===== src/rtl/sram16_pkg.sv =====
package sram16_pkg;

    parameter int ADDR_W = 20;
    parameter int DATA_W = 16;
    parameter int LANE_W = 8;
    localparam int LANES = DATA_W / LANE_W;

    // Cycles needed to cover at least ns nanoseconds.
    function automatic int cyc_cover(input int ns, input int per);
        if (per <= 0) return 1;
        return (ns + per - 1) / per;
    endfunction

    // Cycles needed to exceed ns nanoseconds strictly.
    function automatic int cyc_exceed(input int ns, input int per);
        if (per <= 0) return 1;
        return ns / per + 1;
    endfunction

    function automatic int imax(input int a, input int b);
        return (a > b) ? a : b;
    endfunction

    typedef enum logic [2:0] {
        PH_IDLE,
        PH_WSETUP,
        PH_WPULSE,
        PH_WREC,
        PH_READ,
        PH_TURN
    } phase_e;

    typedef struct packed {
        phase_e              phase;
        logic [ADDR_W-1:0]   addr;
        logic [DATA_W-1:0]   wdata;
        logic [LANES-1:0]    lanes;
        logic                done;
        logic                cs_n;
        logic                cs;
        logic                we_n;
        logic                oe_n;
        logic [LANES-1:0]    bsel_n;
        logic [LANES-1:0]    drv;
    } ctrl_s;

endpackage


===== src/rtl/sram16_phase_timer.sv =====
module sram16_phase_timer #(
    parameter int CNT_W = 5
) (
    input  logic             clk,
    input  logic             rst_n,
    input  logic             load,
    input  logic [CNT_W-1:0] load_val,
    output logic             zero
);

    logic [CNT_W-1:0] cnt_d, cnt_q;

    always_comb begin
        cnt_d = cnt_q;
        if (load) begin
            cnt_d = load_val;
        end else if (cnt_q != '0) begin
            cnt_d = cnt_q - 1'b1;
        end
    end

    always_ff @(posedge clk or negedge rst_n) begin
        if (!rst_n) cnt_q <= '0;
        else        cnt_q <= cnt_d;
    end

    assign zero = (cnt_q == '0);

    AST_NO_EARLY_RELOAD: assert property (@(posedge clk) disable iff (!rst_n)
        load |-> zero) else $error("phase counter reloaded before expiry");

endmodule


===== src/rtl/sram16_lane_io.sv =====
module sram16_lane_io
    import sram16_pkg::*;
(
    input  logic              clk,
    input  logic              rst_n,
    input  logic              capture,
    input  logic [LANES-1:0]  lanes,
    input  logic [DATA_W-1:0] wdata,
    input  logic [LANES-1:0]  drv,
    input  logic [DATA_W-1:0] dq_i,
    output logic [DATA_W-1:0] dq_o,
    output logic [LANES-1:0]  dq_oe,
    output logic [DATA_W-1:0] rdata
);

    logic [DATA_W-1:0] rdata_d, rdata_q;

    for (genvar g = 0; g < LANES; g++) begin : g_lane
        assign dq_o[g*LANE_W +: LANE_W]  = wdata[g*LANE_W +: LANE_W];
        assign dq_oe[g]                  = drv[g];
        always_comb begin
            rdata_d[g*LANE_W +: LANE_W] = rdata_q[g*LANE_W +: LANE_W];
            if (capture) begin
                rdata_d[g*LANE_W +: LANE_W] = lanes[g] ? dq_i[g*LANE_W +: LANE_W] : '0;
            end
        end
    end

    always_ff @(posedge clk or negedge rst_n) begin
        if (!rst_n) rdata_q <= '0;
        else        rdata_q <= rdata_d;
    end

    assign rdata = rdata_q;

    AST_RDATA_HELD: assert property (@(posedge clk) disable iff (!rst_n)
        !capture |=> $stable(rdata)) else $error("read data moved without capture");

endmodule


===== src/rtl/sram16_strobe_ctrl.sv =====
module sram16_strobe_ctrl
    import sram16_pkg::*;
#(
    parameter int CLK_PERIOD_NS = 4,
    parameter int T_CYCLE_NS    = 70,
    parameter int T_ACCESS_NS   = 70,
    parameter int T_OE_NS       = 35,
    parameter int T_WP_NS       = 50,
    parameter int T_AW_NS       = 60,
    parameter int T_DW_NS       = 30,
    parameter int T_HZ_NS       = 25
) (
    input  logic              clk,
    input  logic              rst_n,
    input  logic              req_valid,
    input  logic              req_write,
    input  logic [ADDR_W-1:0] req_addr,
    input  logic [DATA_W-1:0] req_wdata,
    input  logic [LANES-1:0]  req_lanes,
    output logic              ready,
    output logic              done,
    output logic [DATA_W-1:0] rd_data,
    output logic [ADDR_W-1:0] mem_addr,
    output logic              mem_cs_n,
    output logic              mem_cs,
    output logic              mem_we_n,
    output logic              mem_oe_n,
    output logic              mem_lb_n,
    output logic              mem_ub_n,
    output logic [DATA_W-1:0] mem_dq_o,
    output logic [LANES-1:0]  mem_dq_oe,
    input  logic [DATA_W-1:0] mem_dq_i
);

    // Phase lengths in cycles, fixed at elaboration.
    localparam int N_CYC  = cyc_cover(T_CYCLE_NS,  CLK_PERIOD_NS);
    localparam int N_AA   = cyc_cover(T_ACCESS_NS, CLK_PERIOD_NS);
    localparam int N_OE   = cyc_cover(T_OE_NS,     CLK_PERIOD_NS);
    localparam int N_WP   = cyc_cover(T_WP_NS,     CLK_PERIOD_NS);
    localparam int N_AW   = cyc_cover(T_AW_NS,     CLK_PERIOD_NS);
    localparam int N_DW   = cyc_cover(T_DW_NS,     CLK_PERIOD_NS);
    localparam int N_TA   = cyc_exceed(T_HZ_NS,    CLK_PERIOD_NS);
    localparam int W_LO   = imax(N_WP, N_DW);
    localparam int W_SU   = (N_AW > W_LO) ? (N_AW - W_LO) : 0;
    localparam int W_REC  = (N_CYC > W_SU + W_LO) ? (N_CYC - W_SU - W_LO) : 1;
    localparam int R_LEN  = imax(N_CYC, imax(N_AA, N_OE));
    localparam int MAXLEN = imax(imax(W_LO, W_SU), imax(imax(W_REC, R_LEN), N_TA));
    localparam int CNT_W  = $clog2(MAXLEN + 1);
    localparam logic [CNT_W-1:0] LD_WSU = CNT_W'((W_SU > 0) ? W_SU - 1 : 0);
    localparam logic [CNT_W-1:0] LD_WLO = CNT_W'(W_LO - 1);
    localparam logic [CNT_W-1:0] LD_WREC = CNT_W'(W_REC - 1);
    localparam logic [CNT_W-1:0] LD_READ = CNT_W'(R_LEN - 1);
    localparam logic [CNT_W-1:0] LD_TURN = CNT_W'(N_TA - 1);

    if (CLK_PERIOD_NS <= 0) begin : g_bad_period
        $error("CLK_PERIOD_NS must be positive");
    end

    ctrl_s            r_d, r_q;
    logic             t_load;
    logic [CNT_W-1:0] t_val;
    logic             t_zero;
    logic             capture;

    sram16_phase_timer #(.CNT_W(CNT_W)) u_timer (
        .clk      (clk),
        .rst_n    (rst_n),
        .load     (t_load),
        .load_val (t_val),
        .zero     (t_zero)
    );

    always_comb begin
        r_d      = r_q;
        r_d.done = 1'b0;
        r_d.cs   = 1'b1;
        t_load   = 1'b0;
        t_val    = '0;
        capture  = 1'b0;
        unique case (r_q.phase)
            PH_IDLE: begin
                if (req_valid) begin
                    r_d.addr   = req_addr;
                    r_d.wdata  = req_wdata;
                    r_d.lanes  = req_lanes;
                    r_d.cs_n   = 1'b0;
                    r_d.bsel_n = ~req_lanes;
                    t_load     = 1'b1;
                    if (req_write) begin
                        r_d.drv = req_lanes;
                        if (W_SU > 0) begin
                            r_d.phase = PH_WSETUP;
                            t_val     = LD_WSU;
                        end else begin
                            r_d.phase = PH_WPULSE;
                            r_d.we_n  = ~(|req_lanes);
                            t_val     = LD_WLO;
                        end
                    end else begin
                        r_d.phase = PH_READ;
                        r_d.oe_n  = 1'b0;
                        t_val     = LD_READ;
                    end
                end
            end
            PH_WSETUP: begin
                if (t_zero) begin
                    r_d.phase = PH_WPULSE;
                    r_d.we_n  = ~(|r_q.lanes);
                    t_load    = 1'b1;
                    t_val     = LD_WLO;
                end
            end
            PH_WPULSE: begin
                if (t_zero) begin
                    r_d.phase = PH_WREC;
                    r_d.we_n  = 1'b1;
                    t_load    = 1'b1;
                    t_val     = LD_WREC;
                end
            end
            PH_WREC: begin
                if (t_zero) begin
                    r_d.phase  = PH_IDLE;
                    r_d.cs_n   = 1'b1;
                    r_d.bsel_n = '1;
                    r_d.drv    = '0;
                    r_d.done   = 1'b1;
                end
            end
            PH_READ: begin
                if (t_zero) begin
                    capture    = 1'b1;
                    r_d.phase  = PH_TURN;
                    r_d.oe_n   = 1'b1;
                    r_d.cs_n   = 1'b1;
                    r_d.bsel_n = '1;
                    t_load     = 1'b1;
                    t_val      = LD_TURN;
                end
            end
            PH_TURN: begin
                if (t_zero) begin
                    r_d.phase = PH_IDLE;
                    r_d.done  = 1'b1;
                end
            end
            default: begin
                r_d.phase = PH_IDLE;
            end
        endcase
    end

    always_ff @(posedge clk or negedge rst_n) begin
        if (!rst_n) begin
            r_q        <= '0;
            r_q.phase  <= PH_IDLE;
            r_q.cs_n   <= 1'b1;
            r_q.we_n   <= 1'b1;
            r_q.oe_n   <= 1'b1;
            r_q.bsel_n <= '1;
        end else begin
            r_q <= r_d;
        end
    end

    sram16_lane_io u_lanes (
        .clk     (clk),
        .rst_n   (rst_n),
        .capture (capture),
        .lanes   (r_q.lanes),
        .wdata   (r_q.wdata),
        .drv     (r_q.drv),
        .dq_i    (mem_dq_i),
        .dq_o    (mem_dq_o),
        .dq_oe   (mem_dq_oe),
        .rdata   (rd_data)
    );

    assign ready    = (r_q.phase == PH_IDLE);
    assign done     = r_q.done;
    assign mem_addr = r_q.addr;
    assign mem_cs_n = r_q.cs_n;
    assign mem_cs   = r_q.cs;
    assign mem_we_n = r_q.we_n;
    assign mem_oe_n = r_q.oe_n;
    assign mem_lb_n = r_q.bsel_n[0];
    assign mem_ub_n = r_q.bsel_n[LANES-1];

    // Checker counters: cycles with WE low, cycles since OE was last low.
    logic [CNT_W:0] we_lo_cnt, oe_hi_cnt;

    always_ff @(posedge clk or negedge rst_n) begin
        if (!rst_n) begin
            we_lo_cnt <= '0;
            oe_hi_cnt <= '1;
        end else begin
            we_lo_cnt <= mem_we_n ? '0 : we_lo_cnt + 1'b1;
            if (!mem_oe_n)          oe_hi_cnt <= '0;
            else if (oe_hi_cnt != '1) oe_hi_cnt <= oe_hi_cnt + 1'b1;
        end
    end

    AST_WE_NEEDS_SELECT: assert property (@(posedge clk) disable iff (!rst_n)
        !mem_we_n |-> (!mem_cs_n && mem_cs && !(mem_lb_n && mem_ub_n))) else $error("WE low without selection");
    AST_WE_WIDTH: assert property (@(posedge clk) disable iff (!rst_n)
        $rose(mem_we_n) |-> (we_lo_cnt == (CNT_W+1)'(W_LO))) else $error("write pulse width wrong");
    AST_NO_DRIVE_ON_READ: assert property (@(posedge clk) disable iff (!rst_n)
        !mem_oe_n |-> (mem_dq_oe == '0)) else $error("bus driven while output enabled");
    AST_TURNAROUND: assert property (@(posedge clk) disable iff (!rst_n)
        $rose(|mem_dq_oe) |-> (oe_hi_cnt >= (CNT_W+1)'(N_TA))) else $error("drive too soon after read");
    AST_READY_WITH_DONE: assert property (@(posedge clk) disable iff (!rst_n)
        $rose(ready) |-> done) else $error("ready rose without done");
    AST_DONE_PULSE: assert property (@(posedge clk) disable iff (!rst_n)
        done |=> !done) else $error("done longer than one cycle");
    AST_ADDR_HELD: assert property (@(posedge clk) disable iff (!rst_n)
        (!mem_cs_n && $past(!mem_cs_n)) |-> $stable(mem_addr)) else $error("address moved while selected");

endmodule


===== config.mk =====
export PLATFORM = sky130hd
export DESIGN_NAME = sram16_strobe_ctrl
export DESIGN_NICKNAME = d
export VERILOG_FILES = /design/src/rtl/sram16_pkg.sv /design/src/rtl/sram16_phase_timer.sv /design/src/rtl/sram16_lane_io.sv /design/src/rtl/sram16_strobe_ctrl.sv
export SDC_FILE = /design/constraint.sdc
export NUM_CORES = 1
export LEC_CHECK = 0
export BUFFER_PORTS_ARGS = -buffer_cell sky130_fd_sc_hd__buf_2
export CORE_ASPECT_RATIO = 1.75
export CORE_MARGIN = 4
export CORE_UTILIZATION = 50
export CTS_BUF_LIST = sky130_fd_sc_hd__clkbuf_8
export CTS_CLUSTER_DIAMETER = 80
export CTS_CLUSTER_SIZE = 30
export DETAILED_ROUTE_END_ITERATION = 16
export HOLD_SLACK_MARGIN = 0.15
export PLACE_DENSITY = 0.8
export SKIP_CTS_REPAIR_TIMING = 1
export SLEW_MARGIN = 20
export SYNTH_ARGS = -nofsm -noshare
export SYNTH_HDL_FRONTEND = slang
export SYNTH_HIERARCHICAL = 1
export SYNTH_SLANG_ARGS = --single-unit

===== constraint.sdc =====
create_clock -name clk -period 2.4 [get_ports clk]
set_clock_uncertainty 0.05 [all_clocks]
set_input_delay 0.12 -clock clk [delete_from_list [all_inputs] [get_ports clk]]
set_output_delay 0.12 -clock clk [all_outputs]
set_load 0.005 [all_outputs]

# After elaboration in Yosys (flattened, before gate mapping)
# Index checks and enable logic that the tools add are counted.
dict set report totals {
  regBits 71
  latch_bits 0
  mem_bits_rw 0
  romBits 0
  inputBits 58
  output_inout_bits 62
  elab_cells 83
  n_memories 0
}
dict set report op_classes {
  n_addsub 1
  n_mul 0
  n_div 0
  order_cmp 0
  n_eq_ne 13
  n_shift 0
  muxes 36
  bitwise 3
  reduce_logical 17
}
# operator count
set ops {}
lappend ops {{41-bit two-way mux} 1}
lappend ops {{5-bit two-way mux} 5}
lappend ops {{3-bit two-way mux} 7}
lappend ops {{5-bit case mux with 4 select lines} 1}
lappend ops {{8-bit two-way mux} 2}
lappend ops {{4-bit AND reduction} 4}
lappend ops {{3-bit case mux with 5 select lines} 1}
lappend ops {{2-bit inequality test, second input constant} 7}
lappend ops {{4-bit two-way mux} 2}
lappend ops {{2-bit nonzero test} 4}
lappend ops {{1-bit two-way mux} 7}
lappend ops {{3-bit by 2-bit equality test with 1-bit output, second input constant} 2}
lappend ops {{3-bit equality test, second input constant} 2}
lappend ops {{2-bit two-way mux} 3}
lappend ops {{1-bit case mux with 2 select lines} 3}
lappend ops {{1-bit case mux with 3 select lines} 2}
lappend ops {{2-bit case mux with 3 select lines} 1}
lappend ops {{5-bit logical NOT} 1}
lappend ops {{5-bit AND reduction} 1}
lappend ops {{5-bit nonzero test} 1}
lappend ops {{5-bit by 1-bit subtractor with 5-bit output, second input constant} 1}
lappend ops {{2-bit case mux with 2 select lines} 1}
lappend ops {{2-bit OR reduction} 2}
lappend ops {{3-bit by 1-bit equality test with 1-bit output, second input constant} 1}
lappend ops {{other kinds (7)} 8}

# Depth between registers and ports, before layout
# Gate-level depths: netlist of run 1.
dict set report depth {
  depth_word 4
  depth_mapped 9
  mapped_depth_nobuf 7
}

# By module
# The synthesis of run 1 kept the hierarchy.
# mod n_inst cells_per_inst area_per_inst_um2 seq_area_each_um2
set by_module_without_submodules {}
lappend by_module_without_submodules {sram16_strobe_ctrl 1 252 2263.4 1257.5}
lappend by_module_without_submodules {sram16_lane_io 1 87 783.3 400.4}
lappend by_module_without_submodules {sram16_phase_timer 1 27 279.0 125.1}

# Worst setup path after synthesis of run 1
# No wires, ideal clock.
dict set report synth_timing {
  path_type {register to register}
  start {register u_timer.cnt_q[0]}
  end {register u_timer.cnt_q[4]}
  setup_time_ns 0.138
  arrival_ns 1.849
  t_required_ns 2.212
  path_slack_ns 0.363
  path_stages_with_launch 9
  path_buffers 2
  period_less_slack_ns 2.037
  path_cell_list {dfrtp_1 -> inv_1 -> ha_1 -> nor4b_4 -> clkbuf_1 -> nand2_1 -> o211ai_1 -> clkbuf_1 -> o21ai_0}
}
dict set report synth_between {
  elab_chain_cells 4
  word_cells_on_any_way 8
  cone_classes {add/sub: 1; mux: 4; reduce/logical: 3}
}
# item line_no
set synth_lines {}
lappend synth_lines {{from (decl)} sram16_phase_timer.sv:11} ;# logic [CNT_W-1:0] cnt_d, cnt_q;
lappend synth_lines {{from (signal assigned)} sram16_phase_timer.sv:24} ;# else cnt_q <= cnt_d;
lappend synth_lines {{5-bit logical NOT *} sram16_phase_timer.sv:27} ;# assign zero = (cnt_q == '0);
lappend synth_lines {{via t_zero} sram16_strobe_ctrl.sv:62} ;# logic t_zero;
lappend synth_lines {{1-bit two-way mux *} {sram16_strobe_ctrl.sv:107, sram16_strobe_ctrl.sv:115, sram16_strobe_ctrl.sv:132}}
lappend synth_lines {{1-bit case mux with 2 select lines *} sram16_strobe_ctrl.sv:80} ;# unique case (r_q.phase)
lappend synth_lines {{via t_load} sram16_strobe_ctrl.sv:60} ;# logic t_load;
lappend synth_lines {{5-bit two-way mux or 2-bit nonzero test (tied branches)} n/a}
# Mark *: on every way through the listed nets, which the timed path passes. The rest lies on a longest branch. The select of a mux whose other input is x is not followed.
# A chain may end at the register's enable or synchronous reset.

# Final worst setup path of run 1
dict set report layout_timing {
  start {register u_timer.cnt_q[0]}
  end {register u_timer.cnt_q[2]}
}
# The elaborated chain is that of the path after synthesis.

==> results.md, run 1 <==
- Outcome: complete, no violations
- Power density relative to cell area: 1150 nW/um^2
- CTS tree: yes
- Hold path startpoint: req_write
- Site Rows: 39
- Number of failing setup endpoints in the final timing report: 0
- CTS sink count: 71
- Overall track demand over capacity in global routing: 18.8%
- Number of buffers added by the clock tree synthesis step: 9
- Top cells by instance count after synthesis: 123 x nand2_1, 66 x dfrtp_1, 41 x buf_4
- Die height: 116 um
- Synthesis warning total: 6
- Wire length of the first global-routing pass: 11900 um
- Total grt overflow: 0
- Register bit total from synthesis: 71
- Wire length per cell: 15.0 um
- Max Clk Rate: 0.496 GHz
- Antenna violations before repair: 0
- Worst vdd ir: 569 uV
- WL final: 8750 um
- Post-route DRC: 0
- Number of detailed-routing iterations run before antenna repair: 4
- End point of the worst hold path: mem_oe_n
- Clock tree root buffer cell: clkbuf_8
- Area of the multi-input gates: 1050 sq um
- Number of buffers inserted by port buffering: 119
- FF-to-FF path depth: 6
- Reg-to-reg critical path endpoint: u_timer/cnt_q[2]
- Biggest fanout along the worst timing path: 10
- Min-delay worst type: input pin to flop
- Headroom to the max-slew limit: 53.5%
- Number of vias after detailed routing: 2880
- Worst R2R Start: u_timer/cnt_q[0]
- Most numerous cell in the Yosys netlist: nand2_1
- Actual slew at the worst max-slew pin: 0.695 ns
- Max H-tree Level: 3
- Leakage power figure: 0.00234 uW
- Average instance area after synthesis: 9.09 sq um
- Post-synthesis cell area: 3330 sq um
- Design Power: 5080 uW
- Data arrival time of the worst path: 2.17 ns
- Number of enable flip-flop cells after synthesis: 0
- Clock Pin Slew Worst Setup and Hold Paths: 0.07 ns
- Net count of the finished layout: 558
- Post-synthesis instance total: 366
- Count of inserted antenna diode cells: 0
- Category of the critical setup timing path: flop to flop
- Most frequently used flop master after synthesis: dfrtp_1
- Startpoint kind of the worst setup timing path: flop
- Share of the synthesized area in the top cell type: 49.7%
- Post-route ant nets: 0
- DP HPWL: 5370 um
- Drt via density: 4.92
- IO Pins: 120
- Unrepaired setup endpoints after global routing: false
- Register Area: 1780 sq um
- Req. time, crit path: 2.55 ns
- DR iter-0 viols: 191
- Max-slew violation total from the final report: 0
- Hold violation count in the final report: 0
- Fraction of the yosys area taken by sequential cells: 53.6%
- Library cell with the largest summed area after synthesis: dfrtp_1
- Crit end category: flop
- Max-cap viol count: 0
- Synth top area cells: dfrtp_1 50%, nand2_1 14%, buf_4 9.3%
- Area overhead of the layout relative to synthesis: 32.8%
- Origin of the worst setup path: u_timer/cnt_q[0]
- Via count of the first global-routing pass: 2549
- Fraction of final layout cells sized beyond drive strength 1: 29.4%
- Area of the die: 8070 sq um
- Initial core utilization: 51.2%
- Number of filler instances in the final layout: 469
- Die X: 69.7 um
- Max Root-Sink Buffers: 2
- Clock latency on the worst-skew pair: 0.35 ns
- Share of the cycle needed by the critical path after routing: 84.1%
- Share of async-settable or async-resettable flops after synthesis: 100%
- Last weighted congestion value of the routability-driven placer: 0.796
- Hold Path Stages: 3
- Floorplan core area: 6490 sq um
- TNS Setup: 0 ns
- Number of distinct library cells after synthesis: 38
- Syn nets: 425
- Min cycle time layout: 2.02 ns
- Maximum number of pins on one net before global-route repair: 72
- Setup slack of the most critical reg-to-reg path: 0.38 ns
how the worst max path moves through the flow:
stage	depth (start not counted)	to
6_report	6	u_timer/cnt_q[2]
5_1_grt	6	u_timer/cnt_q[4]
4_1_cts	6	u_timer/cnt_q[4]
3_5_place_dp	6	u_timer/cnt_q[4]
3_3_place_gp	4	mem_ub_n
2_1_floorplan	8	u_timer/cnt_q[4]
routing by layer:
layer	part of all wire (%)	routed length, um	GRT usage (%)
met1	37	3250	20.8
met2	56	4860	32.5
met3	5.0	441	4.51
met4	2.2	194	11.8
met5	0	0	0
layout make-up:
cell class	count	area share, %
sequential	71	40.4
timing repair buffer	181	27.5
multi-input combinational	215	23.8
clock buffer	13	4.05
tap	82	2.32
inverter	21	1.81
clock inverter	2	0.170
layout by cell type, fill, tap and decap left out, drive strengths merged, types with 2 or more instances in the layout:
cell type and n:
dfrtp 66, nand2 123, dfstp 5, dlygate4sd3 56
clkbuf 13, o21a 2, nor2 9, o21ai 25
nand3 18, xor2 2, nand2b 3, xnor2 5
buf 125, nor3 2, and3 2, o31ai 4
nor3b 4, inv 22, a22o 2
sequential cells by signal, indices dropped and copies added, names as in the netlist:
signal         flops
done               1
mem_addr          20
mem_cs             1
mem_cs_n           1
mem_lb_n           1
mem_oe_n           1
mem_ub_n           1
mem_we_n           1
r_q               23
u_lanes/rdata     16
u_timer/cnt_q      5
where the power goes:
part / switching, uW / internal (uW) / leakage (uW) / total, uW
registers: 381 / 1760 / 0.000888 / 2150
logic: 1110 / 931 / 0.00135 / 2040
clock network: 416 / 475 / 0.000104 / 891
total: 1910 / 3170 / 0.00234 / 5080
stage by stage:
step / worst slack [ns] / util (%) / hold slack [ns] / area [sq um] / std cells
6_report: 0.382 / 68.0 / 0.0710 / 4420 / 585
4_1_cts: 0.372 / 59.4 / -0.267 / 3850 / 529
5_1_grt: 0.158 / 68.0 / 0.155 / 4420 / 585
3_5_place_dp: 0.400 / 56.5 / 0.123 / 3670 / 514
3_3_place_gp: 0.448 / 56.5 / 0.119 / 3670 / 514
2_1_floorplan: 0.363 / - / -0.226 / 3330 / 366
critical path: stages (launching register included):
cell and delay [ns]:
dfrtp_1 0.37, inv_1 0.10, ha_1 0.22, nor4b_4 0.27, nand2_1 0.08, o211ai_1 0.58
o31ai_1 0.21
kinds of logic (layout without fill, tap and decap cells):
| logic type | after synthesis | in the layout | synth area share (%) |
|---|---|---|---|
| other cells | 1 | 1 | 0.113 |
| simple gates | 167 | 167 | 22.0 |
| compound gates | 38 | 38 | 6.92 |
| fa+ha+maj | 1 | 1 | 0.376 |
| xor+xnor | 7 | 7 | 1.84 |
| flops | 71 | 71 | 53.6 |
| mux | 1 | 1 | 0.339 |
| buf+inv | 80 | 217 | 14.8 |
(Power assumes the default switching activity.)
==> run 2, diff against run 1 <==
--- a/config.mk
+++ b/config.mk
@@ -5,6 +5,7 @@
 export SDC_FILE = /design/constraint.sdc
 export NUM_CORES = 1
 export LEC_CHECK = 0
+export ABC_AREA = 1
 export BUFFER_PORTS_ARGS = -buffer_cell sky130_fd_sc_hd__buf_2
 export CORE_ASPECT_RATIO = 1.75
 export CORE_MARGIN = 4
==> constraint.sdc (replaced) <==
create_clock -name clk -period 2 [get_ports clk]
set_clock_uncertainty 0.05 [all_clocks]
set_input_delay 0.1 -clock clk [delete_from_list [all_inputs] [get_ports clk]]
set_output_delay 0.1 -clock clk [all_outputs]
set_load 0.005 [all_outputs]
==> run 2 against run 1 <==
  * Critical path depth grew 6
  * Largest cell class unchanged
  * Global-route usage grew 0.50 points
  * Largest power group is now combinational logic
  * Sequential power grew 20%
  * Final cell count grew 8.0%
  * Non-clock buffer count grew 4
==> results.md, run 2 <==
- Most common library cell in the layout ignoring fill and taps: nand2_1
- Min cycle time layout: 1.83 ns (-0.191 ns)
- Post-route ant nets: 0 (unchanged)
- IO Pins: 120 (unchanged)
- Cells traversed along the worst timing path: inv_2 -> ha_2 -> nand3_2 -> inv_2 -> inv_2 -> nand3_1 -> nand2_1 -> o21ai_4 -> buf_4 -> o21ai_0 -> nand2_1 -> o21ai_1
- Net count of the finished layout: 604 (+8.2%)
- Clock latency on the worst-skew pair: 0.35 ns (about the same)
- Drt via density: 4.89 (-0.72%)
- Startpoint kind of the worst setup timing path: flop
- Actual slew at the worst max-slew pin: 0.861 ns (+0.166 ns)
- DR iter-0 viols: 214 (+12%)
- Number of distinct library cells after synthesis: 28 (-26%)
- Number of buffers inserted by port buffering: 119 (unchanged)
- Number of detailed-routing iterations run before antenna repair: 4 (unchanged)
- Number of buffers added by the clock tree synthesis step: 9 (unchanged)
- Data arrival time of the worst path: 2.02 ns (-0.15 ns)
- Category of the critical setup timing path: flop to flop
- Synth top area cells: dfrtp_1 49%, nand2_1 20%, buf_4 8.5%
- Site Rows: 39 (unchanged)
- Max-slew violation total from the final report: 0 (unchanged)
- Worst vdd ir: 757 uV (+33%)
- Fraction of the yosys area taken by sequential cells: 52.8% (-0.79 points)
- Wire length per cell: 14.2 um (-4.8%)
- Max Root-Sink Buffers: 2 (unchanged)
- Share of the synthesized area in the top cell type: 48.9% (-0.74 points)
- Number of vias after detailed routing: 3089 (+7.3%)
- Outcome: complete, no violations
- Antenna violations before repair: 0 (unchanged)
- Fraction of final layout cells sized beyond drive strength 1: 32.2% (+2.8 points)
- Slowest stage delay, CP: 0.39 ns (-0.19 ns)
- Last weighted congestion value of the routability-driven placer: 0.883 (+11%)
- Library cell with the largest summed area after synthesis: dfrtp_1
- Register bit total from synthesis: 71 (unchanged)
- Unrepaired setup endpoints after global routing: false
- Worst hold margin: 0.338 ns (+0.267 ns)
- Leakage power figure: 0.00259 uW (+10%)
- Initial core utilization: 51.6% (+0.38 points)
- Post-synthesis instance total: 401 (+9.6%)
- Worst slack after detailed placement: 0.0745 ns (-0.325 ns)
- Maximum number of pins on one net before global-route repair: 72 (unchanged)
- Clock Pin Slew Worst Setup and Hold Paths: 0.07 ns (about the same)
- Syn nets: 460 (+8.2%)
- Max-cap viol count: 0 (unchanged)
- Die height: 117 um (+0.69%)
- Share of the cycle needed by the critical path after routing: 91.3% (+7.3 points)
- Count of inserted antenna diode cells: 0 (unchanged)
- Total grt overflow: 0 (unchanged)
- Average instance area after synthesis: 8.42 sq um (-7.4%)
- Most numerous cell on the critical path: inv_2
- Max Clk Rate: 0.547 GHz (+10%)
- Headroom to the max-slew limit: 42.6% (-11 points)
- Post-synthesis cell area: 3380 sq um (+1.5%)
- Biggest fanout along the worst timing path: 7 (-3)
- Hold violation count in the final report: 0 (unchanged)
- Number of enable flip-flop cells after synthesis: 0 (unchanged)
- Highest-count cells in the layout ignoring fill and taps: 178 x nand2_1, 118 x buf_2, 66 x dfrtp_1, 57 x dlygate4sd3_1, 27 x nand3_1
- Most frequently used flop master after synthesis: dfrtp_1
- Share of async-settable or async-resettable flops after synthesis: 100% (unchanged)
- Max H-tree Level: 3 (unchanged)
- Setup slack after layout: 0.173 ns (-0.209 ns)
- Die X: 70.1 um (+0.66%)
- Power density relative to cell area: 1490 nW/um^2 (+29%)
- Post-route DRC: 0 (unchanged)
- Clock tree root buffer cell: clkbuf_8
- DP HPWL: 5600 um (+4.3%)
- Floorplan core area: 6540 sq um (+0.75%)
- CTS sink count: 71 (unchanged)
- Most numerous cell in the Yosys netlist: nand2_1
- TNS Setup: 0 ns (unchanged)
- Number of failing setup endpoints in the final timing report: 0 (unchanged)
- Top cells by instance count after synthesis: 178 x nand2_1, 66 x dfrtp_1, 38 x buf_4
- Synthesis warning total: 6 (unchanged)
- Overall track demand over capacity in global routing: 19.3% (+0.50 points)
- WL final: 9000 um (+2.9%)
- Setup slack of the most critical reg-to-reg path: 0.17 ns (-0.21 ns)
- Master of the slowest instance on the critical path: dfrtp_1
- Area overhead of the layout relative to synthesis: 36.3%
- Number of flip-flops in the largest register: 23 (unchanged)
- Via count of the first global-routing pass: 2706 (+6.2%)
- CTS tree: yes
- Req. time, crit path: 2.19 ns (-0.36 ns)
- Register name with the most flops: r_q
- Wire length of the first global-routing pass: 12400 um (+3.8%)
- Area of the die: 8180 sq um (+1.4%)
- Crit end category: flop
- Min-delay worst type: input pin to asynchronous set/reset pin
run 2: cell type report:
class                      count  area, sq um
inverter                      22         87.6
fill                         489         1940
multi-input combinational    256         1120
timing repair buffer         185         1250
tap                           82          103
clock inverter                 5          104
sequential                    71         1780
clock buffer                  11          151
run 2: through the flow:
stage                     power [uW]  instances  utilization (%)  area, sq um
after floorplan                 4620        401                -         3380
after global placement          5140        558             57.5         3760
after detailed placement        5250        558             57.5         3760
after CTS                       6700        574             61.4         4010
after global routing            7400        632             70.4         4600
final                           6840        632             70.4         4600
run 2: metal layers:
| metal | track usage [%] | vias to the layer above | part of all wire (%) |
|---|---|---|---|
| met2 | 32.2 | 114 | 55 |
| met5 | 0 | - | 0 |
| met3 | 5.60 | 24 | 5.7 |
| li1 | - | 1485 | - |
| met1 | 22.1 | 1466 | 37 |
| met4 | 11.1 | 0 | 2.4 |
run 2: worst paths after layout:
| kind | end | start | cells after the start |
|---|---|---|---|
| worst max-delay path | u_timer/cnt_q[0] | u_timer/cnt_q[0] | 12 |
| worst min-delay path | u_timer/cnt_q[3] | rst_n | 2 |
| worst max register to register | u_timer/cnt_q[0] | u_timer/cnt_q[0] | 12 |
| worst min register to register | mem_oe_n | mem_oe_n | 2 |
| max in group asynchronous | mem_addr[10] | rst_n | 2 |
| min in group clk | mem_oe_n | mem_oe_n | 2 |
run 2: cell families after synthesis:
family	count (synthesis)	share of synthesized area (%)
adders and majority gates	1	0.371
xor gates and xnor gates	1	0.259
buffers and inverters	74	14.3
other	1	0.111
DFF	71	52.8
and+or+nand+nor	237	29.7
AOI/OAI and AO/OA	16	2.45
run 2: critical path, delay by kind of cell, from the launching register on:
family	cells	cell delay (ns)
AND/OR/NAND/NOR	4	0.32
flip-flops	1	0.39
buffers and inverters	4	0.37
adder cells (fa/ha/maj)	1	0.18
AO/OA/AOI/OAI	3	0.39
run 2: where the power goes:
group	switching [uW]	internal [uW]	total, uW	leakage [uW]
Combinational	1620	1220	2840	0.00157
Clock	533	896	1430	0.000130
Sequential	445	2130	2580	0.000884
Total	2590	4250	6840	0.00259
